==> src/rtl/hall_pkg.sv <==
package hall_pkg;
   localparam int HALL_PHASES = 3;

   typedef logic [HALL_PHASES-1:0] phase_t;

   // Successor in the forward rotation U(2) -> V(1) -> W(0) -> U(2)
   function automatic int next_phase(input int p);
      return (p + HALL_PHASES - 1) % HALL_PHASES;
   endfunction
endpackage

==> src/rtl/hall_in_filter.sv <==
module hall_in_filter
   import hall_pkg::*;
#(
   parameter int SYNC_STAGES   = 2,
   parameter int FILT_DEPTH    = 3,
   parameter int DIV_STEP_LOG2 = 2
) (
   input  logic       clk,
   input  logic       rst_n,
   input  phase_t     pin,
   input  logic       filt_en,
   input  logic [1:0] div_sel,
   output phase_t     level
);
   localparam int PRE_W  = DIV_STEP_LOG2 * 3;
   localparam int HIST_W = FILT_DEPTH - 1;

   if (SYNC_STAGES < 2) begin : g_bad_sync
      $error("hall_in_filter: SYNC_STAGES must be at least 2");
   end
   if (FILT_DEPTH < 2) begin : g_bad_depth
      $error("hall_in_filter: FILT_DEPTH must be at least 2");
   end

   logic [PRE_W-1:0] pre_cnt;
   logic [PRE_W-1:0] pre_mask;
   logic             tick;

   always_comb begin
      pre_mask = PRE_W'((1 << (DIV_STEP_LOG2 * int'(div_sel))) - 1);
      tick     = ((pre_cnt & pre_mask) == '0);
   end

   always_ff @(posedge clk or negedge rst_n) begin
      if (!rst_n) pre_cnt <= '0;
      else        pre_cnt <= pre_cnt + 1'b1;
   end

   for (genvar p = 0; p < HALL_PHASES; p++) begin : g_ph
      logic [SYNC_STAGES-1:0] chain;
      logic [HIST_W-1:0]      hist;
      logic                   smp;
      logic                   agree;
      logic                   lvl;

      assign smp   = chain[SYNC_STAGES-1];
      assign agree = (hist == {HIST_W{smp}});

      always_ff @(posedge clk or negedge rst_n) begin
         if (!rst_n) begin
            chain <= '0;
            hist  <= '0;
            lvl   <= 1'b0;
         end else begin
            chain <= {chain[SYNC_STAGES-2:0], pin[p]};
            if (tick) hist <= HIST_W'({hist, smp});
            if (!filt_en)           lvl <= smp;
            else if (tick && agree) lvl <= smp;
         end
      end

      assign level[p] = lvl;
   end
endmodule

==> src/rtl/hall_sector_decode.sv <==
module hall_sector_decode
   import hall_pkg::*;
(
   input  phase_t code,
   input  logic   reverse,
   output phase_t sel_hi,
   output phase_t sel_lo
);
   phase_t fwd_hi;
   phase_t fwd_lo;

   // A phase leads high when it is set and its successor is clear;
   // it is the low phase when it is clear and its successor is set.
   for (genvar p = 0; p < HALL_PHASES; p++) begin : g_sec
      localparam int NX = next_phase(p);
      assign fwd_hi[p] =  code[p] & ~code[NX];
      assign fwd_lo[p] = ~code[p] &  code[NX];
   end

   assign sel_hi = reverse ? fwd_lo : fwd_hi;
   assign sel_lo = reverse ? fwd_hi : fwd_lo;
endmodule

==> src/rtl/hall_drive.sv <==
module hall_drive
   import hall_pkg::*;
(
   input  logic   clk,
   input  logic   rst_n,
   input  logic   enable,
   input  logic   carrier,
   input  phase_t sel_hi,
   input  phase_t sel_lo,
   input  logic   hi_pwm,
   input  logic   lo_pwm,
   input  logic   invert,
   output logic   oe,
   output phase_t hi_out,
   output phase_t lo_out
);
   localparam int SIDES = 2;

   phase_t sel   [SIDES];
   logic   pwm   [SIDES];
   phase_t drv_q [SIDES];

   assign sel[0] = sel_hi;
   assign sel[1] = sel_lo;
   assign pwm[0] = hi_pwm;
   assign pwm[1] = lo_pwm;

   for (genvar s = 0; s < SIDES; s++) begin : g_side
      logic   gate;
      phase_t act;

      assign gate = pwm[s] ? carrier : 1'b1;
      assign act  = sel[s] & {HALL_PHASES{enable & gate}};

      always_ff @(posedge clk or negedge rst_n) begin
         if (!rst_n) drv_q[s] <= '0;
         else        drv_q[s] <= act ^ {HALL_PHASES{invert}};
      end
   end

   always_ff @(posedge clk or negedge rst_n) begin
      if (!rst_n) oe <= 1'b0;
      else        oe <= enable;
   end

   assign hi_out = drv_q[0];
   assign lo_out = drv_q[1];
endmodule

==> src/rtl/hall_commutator.sv <==
module hall_commutator
   import hall_pkg::*;
#(
   parameter int SYNC_STAGES   = 2,
   parameter int FILT_DEPTH    = 3,
   parameter int DIV_STEP_LOG2 = 2
) (
   input  logic       clk,
   input  logic       rst_n,
   input  logic [2:0] hall_pin,
   input  logic       carrier,
   input  logic       grp_off,
   input  logic       cfg_en_wr,
   input  logic       cfg_en_wdata,
   input  logic       cfg_grp_func,
   input  logic       cfg_src_soft,
   input  logic [2:0] cfg_soft_code,
   input  logic       cfg_hi_pwm,
   input  logic       cfg_lo_pwm,
   input  logic       cfg_invert,
   input  logic       cfg_reverse,
   input  logic       cfg_align,
   input  logic       cfg_filt_en,
   input  logic [1:0] cfg_filt_div,
   output logic       en_status,
   output logic [2:0] hall_mon,
   output logic       drive_oe,
   output logic [2:0] hi_out,
   output logic [2:0] lo_out
);
   phase_t filt_lvl;
   phase_t src_code;
   phase_t cur_code;
   phase_t sel_hi;
   phase_t sel_lo;
   logic   en_q;
   logic   car_q;
   logic   car_fall;

   hall_in_filter #(
      .SYNC_STAGES   (SYNC_STAGES),
      .FILT_DEPTH    (FILT_DEPTH),
      .DIV_STEP_LOG2 (DIV_STEP_LOG2)
   ) u_filt (
      .clk     (clk),
      .rst_n   (rst_n),
      .pin     (hall_pin),
      .filt_en (cfg_filt_en),
      .div_sel (cfg_filt_div),
      .level   (filt_lvl)
   );

   // Enable register: armed group disable beats a write
   always_ff @(posedge clk or negedge rst_n) begin
      if (!rst_n)                        en_q <= 1'b0;
      else if (grp_off && cfg_grp_func)  en_q <= 1'b0;
      else if (cfg_en_wr)                en_q <= cfg_en_wdata;
   end

   assign src_code = cfg_src_soft ? cfg_soft_code : filt_lvl;
   assign car_fall = car_q & ~carrier;

   always_ff @(posedge clk or negedge rst_n) begin
      if (!rst_n) begin
         car_q    <= 1'b0;
         cur_code <= '0;
      end else begin
         car_q <= carrier;
         if (!cfg_align || car_fall) cur_code <= src_code;
      end
   end

   hall_sector_decode u_dec (
      .code    (cur_code),
      .reverse (cfg_reverse),
      .sel_hi  (sel_hi),
      .sel_lo  (sel_lo)
   );

   hall_drive u_drv (
      .clk     (clk),
      .rst_n   (rst_n),
      .enable  (en_q),
      .carrier (carrier),
      .sel_hi  (sel_hi),
      .sel_lo  (sel_lo),
      .hi_pwm  (cfg_hi_pwm),
      .lo_pwm  (cfg_lo_pwm),
      .invert  (cfg_invert),
      .oe      (drive_oe),
      .hi_out  (hi_out),
      .lo_out  (lo_out)
   );

   assign en_status = en_q;
   assign hall_mon  = filt_lvl;
endmodule

==> config.mk <==
export PLATFORM = sky130hd
export DESIGN_NAME = hall_commutator
export DESIGN_NICKNAME = d
export VERILOG_FILES = /design/src/rtl/hall_pkg.sv /design/src/rtl/hall_in_filter.sv /design/src/rtl/hall_sector_decode.sv /design/src/rtl/hall_drive.sv /design/src/rtl/hall_commutator.sv
export SDC_FILE = /design/constraint.sdc
export NUM_CORES = 1
export LEC_CHECK = 0
export BUFFER_PORTS_ARGS = -buffer_cell sky130_fd_sc_hd__buf_2
export CAP_MARGIN = 20
export CORE_MARGIN = 10
export CORE_UTILIZATION = 50
export DETAILED_ROUTE_END_ITERATION = 10
export HOLD_SLACK_MARGIN = 0.1
export PLACE_DENSITY = 0.74
export SYNTH_ARGS = -nofsm -noshare
export SYNTH_HDL_FRONTEND = slang
export SYNTH_SLANG_ARGS = --single-unit
==> constraint.sdc <==
create_clock -name clk -period 2.3 [get_ports clk]
set_input_delay 0 -clock clk [delete_from_list [all_inputs] [get_ports clk]]
set_output_delay 0 -clock clk [all_outputs]
set_load 0.005 [all_outputs]
==> results of run 1 <==
## what timing repair did
action | in CTS | in global routing
hold buffers | 17 | 0
endpoints found under the hold margin | 47 | 0
resized for setup | 0 | 0
## logic make-up (layout without fill, tap and decap cells)
group,Yosys count,count (layout),share of synthesized area (%)
buf+inv,9,59,3.44
fa+ha+maj,1,1,0.820
compound gates,26,26,12.9
simple gates,22,22,9.84
xor+xnor,10,10,5.74
other cells,0,1,0
flops,33,33,54.1
mux,16,16,13.2
## path summary, 6_finish.rpt
kind / start / to / slack, ns / cells past startpoint
max reg2reg: u_filt.pre_cnt[0] / u_filt.g_ph[2].hist[1] / 0.28 / 3
max: u_filt.pre_cnt[0] / u_filt.g_ph[2].hist[1] / 0.28 / 3
min reg2reg: u_filt.g_ph[0].chain[0] / u_filt.g_ph[0].chain[1] / 0.35 / 0
max in group asynchronous: rst_n / u_filt.g_ph[1].chain[0] / 1.60 / 2
min in group asynchronous: rst_n / u_filt.g_ph[0].hist[1] / 0.24 / 2
min: cfg_filt_div[0] / u_filt.g_ph[1].lvl / 0.12 / 4
## layer usage
layer / up-vias / part of all wire (%) / global-route usage (%)
li1: 521 / - / -
met1: 511 / 41 / 13.9
met2: 32 / 48 / 19.7
met3: 15 / 6.4 / 4.47
met4: 0 / 3.9 / 7.63
met5: - / 0 / 0
## cells in the mapped netlist
| library cell | number | area, µm² |
|---|---|---|
| nor3b_1 | 6 | 45.0 |
| nor2_1 | 3 | 11.3 |
| xor2_1 | 1 | 8.76 |
| mux2_2 | 9 | 101 |
| o211ai_1 | 6 | 45.0 |
| o211a_1 | 1 | 10.0 |
| xnor2_1 | 9 | 78.8 |
| o21ai_0 | 1 | 5.00 |
| a21oi_1 | 4 | 20.0 |
| o41a_1 | 1 | 11.3 |
| dfrtp_1 | 33 | 826 |
| clkbuf_1 | 2 | 7.51 |
| or3_1 | 1 | 6.26 |
| inv_1 | 2 | 7.51 |
| and3b_1 | 6 | 52.6 |
| buf_1 | 1 | 3.75 |
| and3_2 | 1 | 7.51 |
| ha_1 | 1 | 12.5 |
| buf_6 | 1 | 11.3 |
| a21bo_2 | 3 | 30.0 |
| o21a_1 | 4 | 30.0 |
| nand2b_1 | 2 | 12.5 |
| o31ai_1 | 6 | 45.0 |
| buf_4 | 3 | 22.5 |
| nand3_1 | 3 | 15.0 |
| mux2i_1 | 1 | 10.0 |
| mux2_4 | 6 | 90.1 |
## layout make-up
cell class                 instances  share of cell area, %
inverter                           2                  0.390
tap                               31                   2.02
clock inverter                     1                  0.260
sequential                        33                   42.9
timing repair buffer              49                   17.2
multi-input combinational         75                   33.7
antenna                            1                  0.130
clock buffer                       7                   3.38
## flip-flops by register name (all words and copies together), names as in the netlist
signal and flops:
u_drv.oe 1, u_drv.lo_out 3, cur_code 3, u_drv.hi_out 3, u_filt.g_ph.lvl 3, u_filt.g_ph.hist 6, en_status 1, u_filt.g_ph.chain 6
car_q 1, u_filt.pre_cnt 6
## critical path, delay by kind of cell, from the launching register on
family             cells  cell delay, ns
muxes                  1            0.37
and+or+nand+nor        1            0.60
AOI/OAI and AO/OA      1            0.49
DFF                    1            0.44
## power breakdown
group          internal, mW  switching, mW  total [mW]
Sequential            0.637         0.0595       0.696
Combinational         0.152         0.0881       0.240
Clock                 0.177          0.190       0.367
## metrics by stage
| step | utilization [%] | cells | hold slack (ns) | power, mW |
|---|---|---|---|---|
| 6_report | 68.0 | 199 | 0.118 | 1.30 |
| 4_1_cts | 67.9 | 198 | 0.110 | 1.31 |
| 3_3_place_gp | 59.4 | 173 | 0.0822 | 0.902 |
| 2_1_floorplan | - | 117 | -0.296 | 0.839 |
| 3_5_place_dp | 59.4 | 173 | 0.0931 | 0.912 |
| 5_1_grt | 67.9 | 198 | 0.137 | 1.38 |
==> impl_metrics.py, run 1 <==
metrics = {
    "status": {
        "outcome": "complete, no violations",
    },
    "clock_network": {
        "clk_transition_reported_paths_ns": 0.10,
        "numClockSinks": 33,
        "cts_buffer_depth": 2,
        "h-tree-depth": 2,
        "cts_tree": "yes",
        "post_cts_buffers": 0,
        "numCtsBuffers": 5,
        "clock_insertion_delay_worst_skew_ns": 0.33,
        "cts_root_buffer": "clkbuf_4",
    },
    "sta": {
        "fmax_ghz": 0.496,
        "finalSetupViolCount": 0,
        "timing.final.crit_share_pct": 87.6,
        "setup_ws_ns": 0.285,
        "finalHoldViolations": 0,
        "totalNegativeSetupSlack_ns": 0,
        "setup_repair_after_global_routing_missed_its_margin": "no",
        "maxSlewHeadroom_pct": 53.1,
        "final_max_slew_violation_count": 0,
        "timing_worst_slew_pin_value_ns": 0.703,
        "fin_skew_ns": 0.0117,
        "period_needed_ns": 2.02,
    },
    "setup_path": {
        "setup.worst_path.start_class": "register",
        "slowest_stage": "or3_1",
        "crit_path_max_fanout": 9,
        "critPathArrivalTime_ns": 2.23,
        "critPathMaxStageDelay_ns": 0.60,
        "cp_cell_sequence": "o41a_1 -> or3_1 -> mux2_4",
        "cp_required_ns": 2.51,
        "critical_path_class": "reg -> reg",
        "worst_setup_path_end_kind": "register",
    },
    "route": {
        "antenna_left": 0,
        "drt_iter0_drc": 34,
        "via_count_normalized_by_instance_count": 5.42,
        "routed_wirelength_um": 3230,
        "routed_wire_length_per_instance_um": 16.3,
        "dr.pass1.iters": 4,
        "remaining_drc_errors": 0,
        "route.vias.total": 1079,
    },
    "power_and_ir_drop": {
        "ir_drop_mv": 0.559,
        "total_leakage_power_nw": 0.908,
        "power_per_cell_area_nw_per_um2": 678,
    },
    "yosys": {
        "synth_cells": 117,
        "post_synthesis_cell_area_um2": 1530,
        "synth.avg_cell_area_um2": 13.0,
        "ys_seq_elements": 33,
        "ys_warn_count": 0,
        "synth_cell_type_count": 27,
        "synth_fp_nets": 140,
        "synth.yosys.seq_area_share_pct": 54.1,
    },
    "floorplanning": {
        "die_w_um": 75.3,
        "io_pins": 33,
        "initial_core_util_pct": 54.0,
        "coreArea_um2": 2830,
        "fp.dieArea_um2": 5660,
        "floorplan.rows": 19,
        "dieHeight_um": 75.3,
    },
    "finish": {
        "multi_input_combinational_cell_area_um2": 648,
        "filler_cell_count": 203,
        "seq_area_um2": 826,
        "layout.nets": 189,
        "final_common_cell": "dfrtp_1",
        "layout_common_cells": "33 x dfrtp_1, 32 x buf_2, 17 x dlygate4sd3_1, 9 x xnor2_1, 9 x mux2_2",
        "layout-drive-gt1-share_pct": 35.3,
        "layout.cell_area.non_filler_um2": 1920,
        "layout-area-overhead-vs-synth_pct": 26.0,
    },
    "hold_path": {
        "hold_class": "in -> reg",
    },
    "placement": {
        "port_buffers": 32,
        "post-dp-hpwl_um": 2130,
        "finalWeightedCongestion": 0.712,
        "dp_worst_setup_slack_ns": 0.304,
        "detailed_place.area_um2": 1680,
    },
    "grt": {
        "global_route.usage.total_pct": 12.4,
        "globalRoute.totalOverflow": 0,
        "first_pass_grt_wire_length_um": 5270,
        "grt_max_degree": 34,
        "grt_antenna_before_repair": 0,
        "via_count_of_the_first_global_routing_pass": 1137,
    },
    "flow_run": {
        "timing.max_cap.violations": 0,
    },
}
Note: power is estimated with default switching activity, not from simulation.
==> inputs of run 2 (changes only) <==
- PLACE_DENSITY: 0.74 -> 0.75
- SKIP_CTS_REPAIR_TIMING: default -> 1
- SYNTH_HIERARCHICAL: default -> 1
==> impl_metrics.py, run 2 <==
metrics = {
    "finish": {
        "post_layout_nonfiller_instances": 193,
        "antenna_diode_count": 0,
        "fin_util_pct": 66.8,
        "final_common_cell": "dfrtp_1",
        "filler_cell_count": 225,
        "layout-area-overhead-vs-synth_pct": 26.9,
        "layout_common_cells": "33 x dfrtp_1, 32 x buf_2, 19 x dlygate4sd3_1, 12 x nand3_1, 9 x xnor2_1",
        "layout_top_registers": "u_filt/g_ph.chain: 6 flops, u_filt/g_ph.hist: 6 flops, u_filt/pre_cnt: 6 flops",
        "layout-drive-gt1-share_pct": 34.6,
        "layout.nets": 184,
    },
    "power_and_ir_drop": {
        "power.combinational.fraction_pct": 18.4,
        "netSwitchingPower_mw": 0.316,
        "ir_drop_mv": 0.555,
        "power_frac_seq_pct": 56.4,
        "internal-power_mw": 0.891,
        "total_leakage_power_nw": 0.866,
        "power_per_cell_area_nw_per_um2": 655,
        "power.share.switching_pct": 26.2,
        "clock_power_share_pct": 25.1,
    },
    "sta": {
        "period_needed_ns": 2.14,
        "setup_repair_after_global_routing_missed_its_margin": "no",
        "finalHoldViolations": 0,
        "fin_skew_ns": 0.00797,
        "finalSetupViolCount": 0,
        "fmax_ghz": 0.467,
        "timing.final.crit_share_pct": 93.1,
        "timing_worst_slew_pin_value_ns": 0.716,
        "fin_worst_hold_slack_ns": 0.0909,
        "totalNegativeSetupSlack_ns": 0,
        "maxSlewHeadroom_pct": 52.2,
        "final_max_slew_violation_count": 0,
    },
    "route": {
        "routed_wire_length_per_instance_um": 14.1,
        "routed_wirelength_um": 2720,
        "drt_iter0_drc": 69,
        "dr.pass1.iters": 3,
        "remaining_drc_errors": 0,
        "via_count_normalized_by_instance_count": 5.18,
        "route.vias.total": 999,
        "antenna_left": 0,
    },
    "setup_path": {
        "cp_required_ns": 2.52,
        "critPathArrivalTime_ns": 2.36,
        "worst_setup_path_end_kind": "register",
        "critical_path_class": "reg -> reg",
        "setup.worst_path.start_class": "register",
        "crit_path_max_fanout": 3,
    },
    "yosys": {
        "yosys-top-cells-count": "33 x dfrtp_1, 12 x nand3_1, 9 x xnor2_1",
        "most_used_flip_flop_cell_after_synthesis": "dfrtp_1",
        "synth.yosys.seq_area_share_pct": 56.8,
        "netlist_top_cells_area": "dfrtp_1 57%, mux2_2 6.2%, mux2i_1 5.5%",
        "ys_warn_count": 6,
        "ys_seq_elements": 33,
        "synth.top_cell.area_share_pct": 56.8,
        "post_synth_edffs": 0,
        "synth_cell_type_count": 27,
        "post_synthesis_cell_area_um2": 1450,
        "synth_fp_nets": 132,
        "synth_top_cell_by_area": "dfrtp_1",
        "async_reset_ff_share_pct": 100,
        "synth_cells": 109,
        "post-synth-top-count-cell": "dfrtp_1",
        "synth.avg_cell_area_um2": 13.3,
    },
    "hold_path": {
        "hold_class": "in -> reg",
    },
    "grt": {
        "grt_antenna_before_repair": 0,
        "via_count_of_the_first_global_routing_pass": 983,
        "global_route.usage.total_pct": 10.0,
        "globalRoute.totalOverflow": 0,
        "grt_max_degree": 34,
        "first_pass_grt_wire_length_um": 4290,
    },
    "clock_network": {
        "cts_root_buffer": "clkbuf_4",
        "h-tree-depth": 2,
        "cts_tree": "yes",
        "numClockSinks": 33,
        "clk_transition_reported_paths_ns": 0.10,
        "clock_insertion_delay_worst_skew_ns": 0.33,
        "cts_buffer_depth": 2,
        "numCtsBuffers": 5,
    },
    "floorplanning": {
        "io_pins": 33,
        "dieHeight_um": 73.9,
        "fp.dieArea_um2": 5460,
        "die_w_um": 73.9,
        "initial_core_util_pct": 52.7,
        "coreArea_um2": 2760,
        "floorplan.rows": 19,
    },
    "status": {
        "outcome": "complete, no violations",
    },
    "placement": {
        "port_buffers": 32,
        "placed_cells": 166,
        "finalWeightedCongestion": 0.844,
        "post-dp-hpwl_um": 1980,
    },
    "flow_run": {
        "timing.max_cap.violations": 0,
    },
}
[run 2: changes by cell type after synthesis, moves of 4 or more]
| cell | before | now |
|---|---|---|
| nand3_1 | 3 | 12 |
| mux2i_1 | 1 | 8 |
| and3b_1 | 6 | 0 |
| nor3b_1 | 6 | 0 |
| o211ai_1 | 6 | 0 |
| o31ai_1 | 6 | 0 |
| o21a_1 | 4 | 0 |
[run 2: final cells by class]
cell class	instances	area, µm²	share of cell area, %
multi-input combinational	67	566	30.7
sequential	33	826	44.8
clock buffer	6	41.3	2.24
inverter	3	11.3	0.611
tap	31	38.8	2.10
timing repair buffer	51	350	19.0
clock inverter	2	10.0	0.543
[run 2: critical path, cell delays in order, from the launching register on]
cell           delay [ns]
dfrtp_1              0.41
mux2_2               0.26
dlygate4sd3_1        0.56
mux2_2               0.26
dlygate4sd3_1        0.55
[run 2: cell families (layout without fill, tap and decap cells)]
logic type / Yosys count / after routing / synth area share, %
muxes: 20 / 20 / 15.8
adders and majority gates: 1 / 1 / 0.861
buffers and inverters: 9 / 62 / 4.22
DFF: 33 / 33 / 56.8
AOI/OAI and AO/OA: 10 / 10 / 4.48
xor gates and xnor gates: 10 / 10 / 6.03
and+or+nand+nor: 26 / 26 / 11.7
[run 2: layer usage]
metal,track usage [%],wire length (µm),vias to the layer above
met2,15.6,1310,26
met1,11.1,1140,481
met5,0,0,-
met4,6.63,60,0
li1,-,-,485
met3,3.90,202,7
[run 2: path summary, 6_finish.rpt]
check                      depth (start not counted)                       to               startpoint  slack (ns)
setup / recovery                                   4              cur_code[1]       u_filt/g_ph[1].lvl        0.16
hold reg to reg                                    0  u_filt/g_ph[2].chain[1]  u_filt/g_ph[2].chain[0]        0.35
hold / removal                                     4          u_drv/lo_out[1]              cfg_reverse        0.09
max in group asynchronous                          2                en_status                    rst_n        1.58
min in group asynchronous                          2        u_filt/pre_cnt[4]                    rst_n        0.26
setup reg to reg                                   4              cur_code[1]       u_filt/g_ph[1].lvl        0.16
[run 2: per-stage QoR]
| stage | cell area (µm²) | setup slack, ns | total power [mW] |
|---|---|---|---|
| after global placement | 1600 | 0.751 | 0.870 |
| after CTS | 1650 | 0.656 | 1.18 |
| final | 1840 | 0.158 | 1.21 |
| after global routing | 1840 | 0.110 | 1.27 |
| after detailed placement | 1600 | 0.676 | 0.878 |
| after floorplan | 1450 | 0.905 | 0.812 |
[run 2: power groups by stage]
stage | registers, mW | clock network, mW | logic (mW)
finish | 0.681 | 0.303 | 0.222
global placement | 0.688 | 0 | 0.181
detailed placement | 0.693 | 0 | 0.185
floorplan | 0.683 | 0 | 0.130
global route | 0.690 | 0.337 | 0.245
CTS | 0.681 | 0.318 | 0.186
==> inputs of run 3 (changes only) <==
--- a/config.mk
+++ b/config.mk
@@ -7,2 +7,3 @@
 export LEC_CHECK = 0
+export ABC_AREA = 1
 export BUFFER_PORTS_ARGS = -buffer_cell sky130_fd_sc_hd__buf_2
@@ -13,3 +14,3 @@
 export HOLD_SLACK_MARGIN = 0.1
-export PLACE_DENSITY = 0.75
+export PLACE_DENSITY_LB_ADDON = 0.08
 export SKIP_CTS_REPAIR_TIMING = 1
--- a/constraint.sdc
+++ b/constraint.sdc
@@ -3,2 +3,2 @@
 set_output_delay 0 -clock clk [all_outputs]
-set_load 0.005 [all_outputs]
+set_load 0.02 [all_outputs]
==> impl_metrics.py, run 3 <==
metrics = {
    "yosys": {
        "synth.yosys.seq_area_share_pct": 54.7,
        "most_used_flip_flop_cell_after_synthesis": "dfrtp_1",
        "synth_top_cell_by_area": "dfrtp_1",
        "ys_seq_elements": 33,
        "post_synthesis_cell_area_um2": 1510,
        "synth_cells": 176,
        "synth_cell_type_count": 18,
        "synth.avg_cell_area_um2": 8.57,
        "ys_warn_count": 6,
        "async_reset_ff_share_pct": 100,
        "post_synth_edffs": 0,
        "synth_fp_nets": 199,
        "post-synth-top-count-cell": "nand2_1",
        "synth.top_cell.area_share_pct": 54.7,
        "netlist_top_cells_area": "dfrtp_1 55%, nand2_1 14%, nand3_1 11%",
        "yosys-top-cells-count": "58 x nand2_1, 33 x dfrtp_1, 32 x nand3_1",
    },
    "grt": {
        "globalRoute.totalOverflow": 0,
        "first_pass_grt_wire_length_um": 5120,
        "global_route.usage.total_pct": 11.9,
        "grt_max_degree": 34,
        "grt_antenna_before_repair": 0,
        "via_count_of_the_first_global_routing_pass": 1201,
    },
    "route": {
        "met2WireLength_um": 1530,
        "route.layer.met1.wl_um": 1380,
        "routed_wire_length_per_instance_um": 12.6,
        "dr.pass1.iters": 5,
        "routed_wirelength_um": 3270,
        "route.vias.total": 1361,
        "highest-signal-layer": "met4",
        "remaining_drc_errors": 0,
        "via_count_normalized_by_instance_count": 5.23,
        "met3_wirelength_um": 314,
        "antenna_left": 0,
        "drt_iter0_drc": 121,
    },
    "power_and_ir_drop": {
        "total_leakage_power_nw": 1.02,
        "ir_drop_mv": 0.390,
        "power_per_cell_area_nw_per_um2": 637,
    },
    "finish": {
        "post_layout_nonfiller_instances": 260,
        "layout_common_cells": "58 x nand2_1, 33 x dfrtp_1, 32 x nand3_1, 32 x buf_2, 19 x dlygate4sd3_1",
        "layout_top_registers": "u_filt/g_ph.chain: 6 flops, u_filt/g_ph.hist: 6 flops, u_filt/pre_cnt: 6 flops",
        "filler_cell_count": 247,
        "final_common_cell": "nand2_1",
        "antenna_diode_count": 0,
        "layout.nets": 252,
        "layout.cell_area.non_filler_um2": 1910,
        "layout-area-overhead-vs-synth_pct": 26.5,
        "layout-drive-gt1-share_pct": 21.4,
    },
    "setup_path": {
        "setup.worst_path.start_class": "input pin",
        "buf_inv_on_cp": 4,
        "slowest_stage": "dlygate4sd3_1",
        "critical_path_class": "in -> reg",
        "worst_setup_path_end_kind": "register",
        "critPathMaxStageDelay_ns": 0.55,
        "cp_cell_sequence": "dlygate4sd3_1 -> buf_2 -> nor2_1 -> dlygate4sd3_1 -> nor2_1 -> dlygate4sd3_1",
        "path_delay_family": "buffers and inverters",
        "cp_required_ns": 2.52,
        "critPathArrivalTime_ns": 1.89,
        "crit_path_max_fanout": 1,
        "critical-path-top-cell-by-count": "dlygate4sd3_1",
    },
    "floorplanning": {
        "initial_core_util_pct": 53.3,
        "floorplan.rows": 19,
        "die_w_um": 74.9,
        "coreArea_um2": 2830,
        "fp.dieArea_um2": 5620,
        "io_pins": 33,
        "dieHeight_um": 74.9,
    },
    "sta": {
        "totalNegativeSetupSlack_ns": 0,
        "period_needed_ns": 1.67,
        "setup_repair_after_global_routing_missed_its_margin": "no",
        "timing_worst_slew_pin_value_ns": 0.700,
        "finalHoldViolations": 0,
        "maxSlewHeadroom_pct": 53.3,
        "finalSetupViolCount": 0,
        "timing.final.crit_share_pct": 72.6,
        "fmax_ghz": 0.599,
        "final_max_slew_violation_count": 0,
        "fin_skew_ns": 0.00752,
    },
    "placement": {
        "placed_cells": 234,
        "detailed_place.area_um2": 1660,
        "post-dp-hpwl_um": 2300,
        "port_buffers": 32,
        "finalWeightedCongestion": 0.789,
    },
    "status": {
        "outcome": "complete, no violations",
    },
    "clock_network": {
        "cts_tree": "yes",
        "clk_transition_reported_paths_ns": 0.09,
        "clock_insertion_delay_worst_skew_ns": 0.33,
        "cts_buffer_depth": 2,
        "cts_root_buffer": "clkbuf_4",
        "h-tree-depth": 2,
        "numClockSinks": 33,
        "numCtsBuffers": 5,
    },
    "flow_run": {
        "timing.max_cap.violations": 0,
    },
    "hold_path": {
        "hold_class": "in -> reg",
    },
}
run 3: cell count changes after synthesis, sizes merged, moves of 6 or more:
cell and delta:
mux2i -8, nand2 +58, nor2 +15, inv +10
nand4 +6, mux2 -12, xnor2 -7, nand3 +20
run 3: per-layer routing:
layer  track usage, %  vias to the layer above
met4             5.25                        0
met2             17.2                       62
met3             5.78                        5
li1                 -                      672
met1             14.8                      622
met5                0                        -
run 3: tightest hold or removal path, cell delays in order:
cell     delay (ns)
buf_2          0.12
inv_2          0.05
nand2_1        0.05
nand2_1        0.05
nand2_1        0.06
nand2_1        0.04
run 3: per-stage QoR:
| stage | hold WS, ns | worst slack, ns | utilization (%) | power (mW) |
|---|---|---|---|---|
| after global placement | 0.0875 | 1.08 | 58.8 | 0.874 |
| after detailed placement | 0.0947 | 1.01 | 58.8 | 0.881 |
| final | 0.0723 | 0.631 | 67.4 | 1.22 |
| after floorplan | -0.296 | 1.16 | - | 0.813 |
| after global routing | 0.103 | 0.539 | 67.4 | 1.30 |
| after CTS | -0.279 | 0.999 | 60.7 | 1.21 |
run 3: report_power, final:
| group | leakage [nW] | switching (mW) | internal (mW) |
|---|---|---|---|
| sequential | 0.388 | 0.0392 | 0.627 |
| clock | 0.0314 | 0.175 | 0.144 |
| combinational | 0.597 | 0.135 | 0.0968 |
| total | 1.02 | 0.349 | 0.868 |
run 3: final timing paths:
check	from	slack (ns)	endpoint	cells past startpoint
worst min register to register	u_filt/g_ph[2].chain[0]	0.35	u_filt/g_ph[2].chain[1]	0
min in group asynchronous	rst_n	0.25	u_filt/g_ph[2].chain[1]	2
worst min-delay path	cfg_src_soft	0.07	cur_code[2]	6
worst max register to register	cur_code[0]	0.67	u_drv/hi_out[0]	7
worst max-delay path	cfg_en_wdata	0.63	en_status	6
max in group asynchronous	rst_n	1.60	u_filt/g_ph[0].hist[1]	2
run 3: kinds of logic after synthesis:
kind of cell | synth area share (%)
xor gates and xnor gates | 2.32
and+or+nand+nor | 32.0
DFF | 54.7
adders and majority gates | 0.829
AOI/OAI and AO/OA | 3.90
buffers and inverters | 6.22
run 3: final cells by class:
type	count	area, µm²	area share (%)
Inverter	13	48.8	2.56
Tap cell	31	38.8	2.03
Clock buffer	7	55.1	2.89
Sequential cell	33	826	43.3
Multi-Input combinational cell	125	589	30.9
Timing Repair Buffer	51	350	18.4
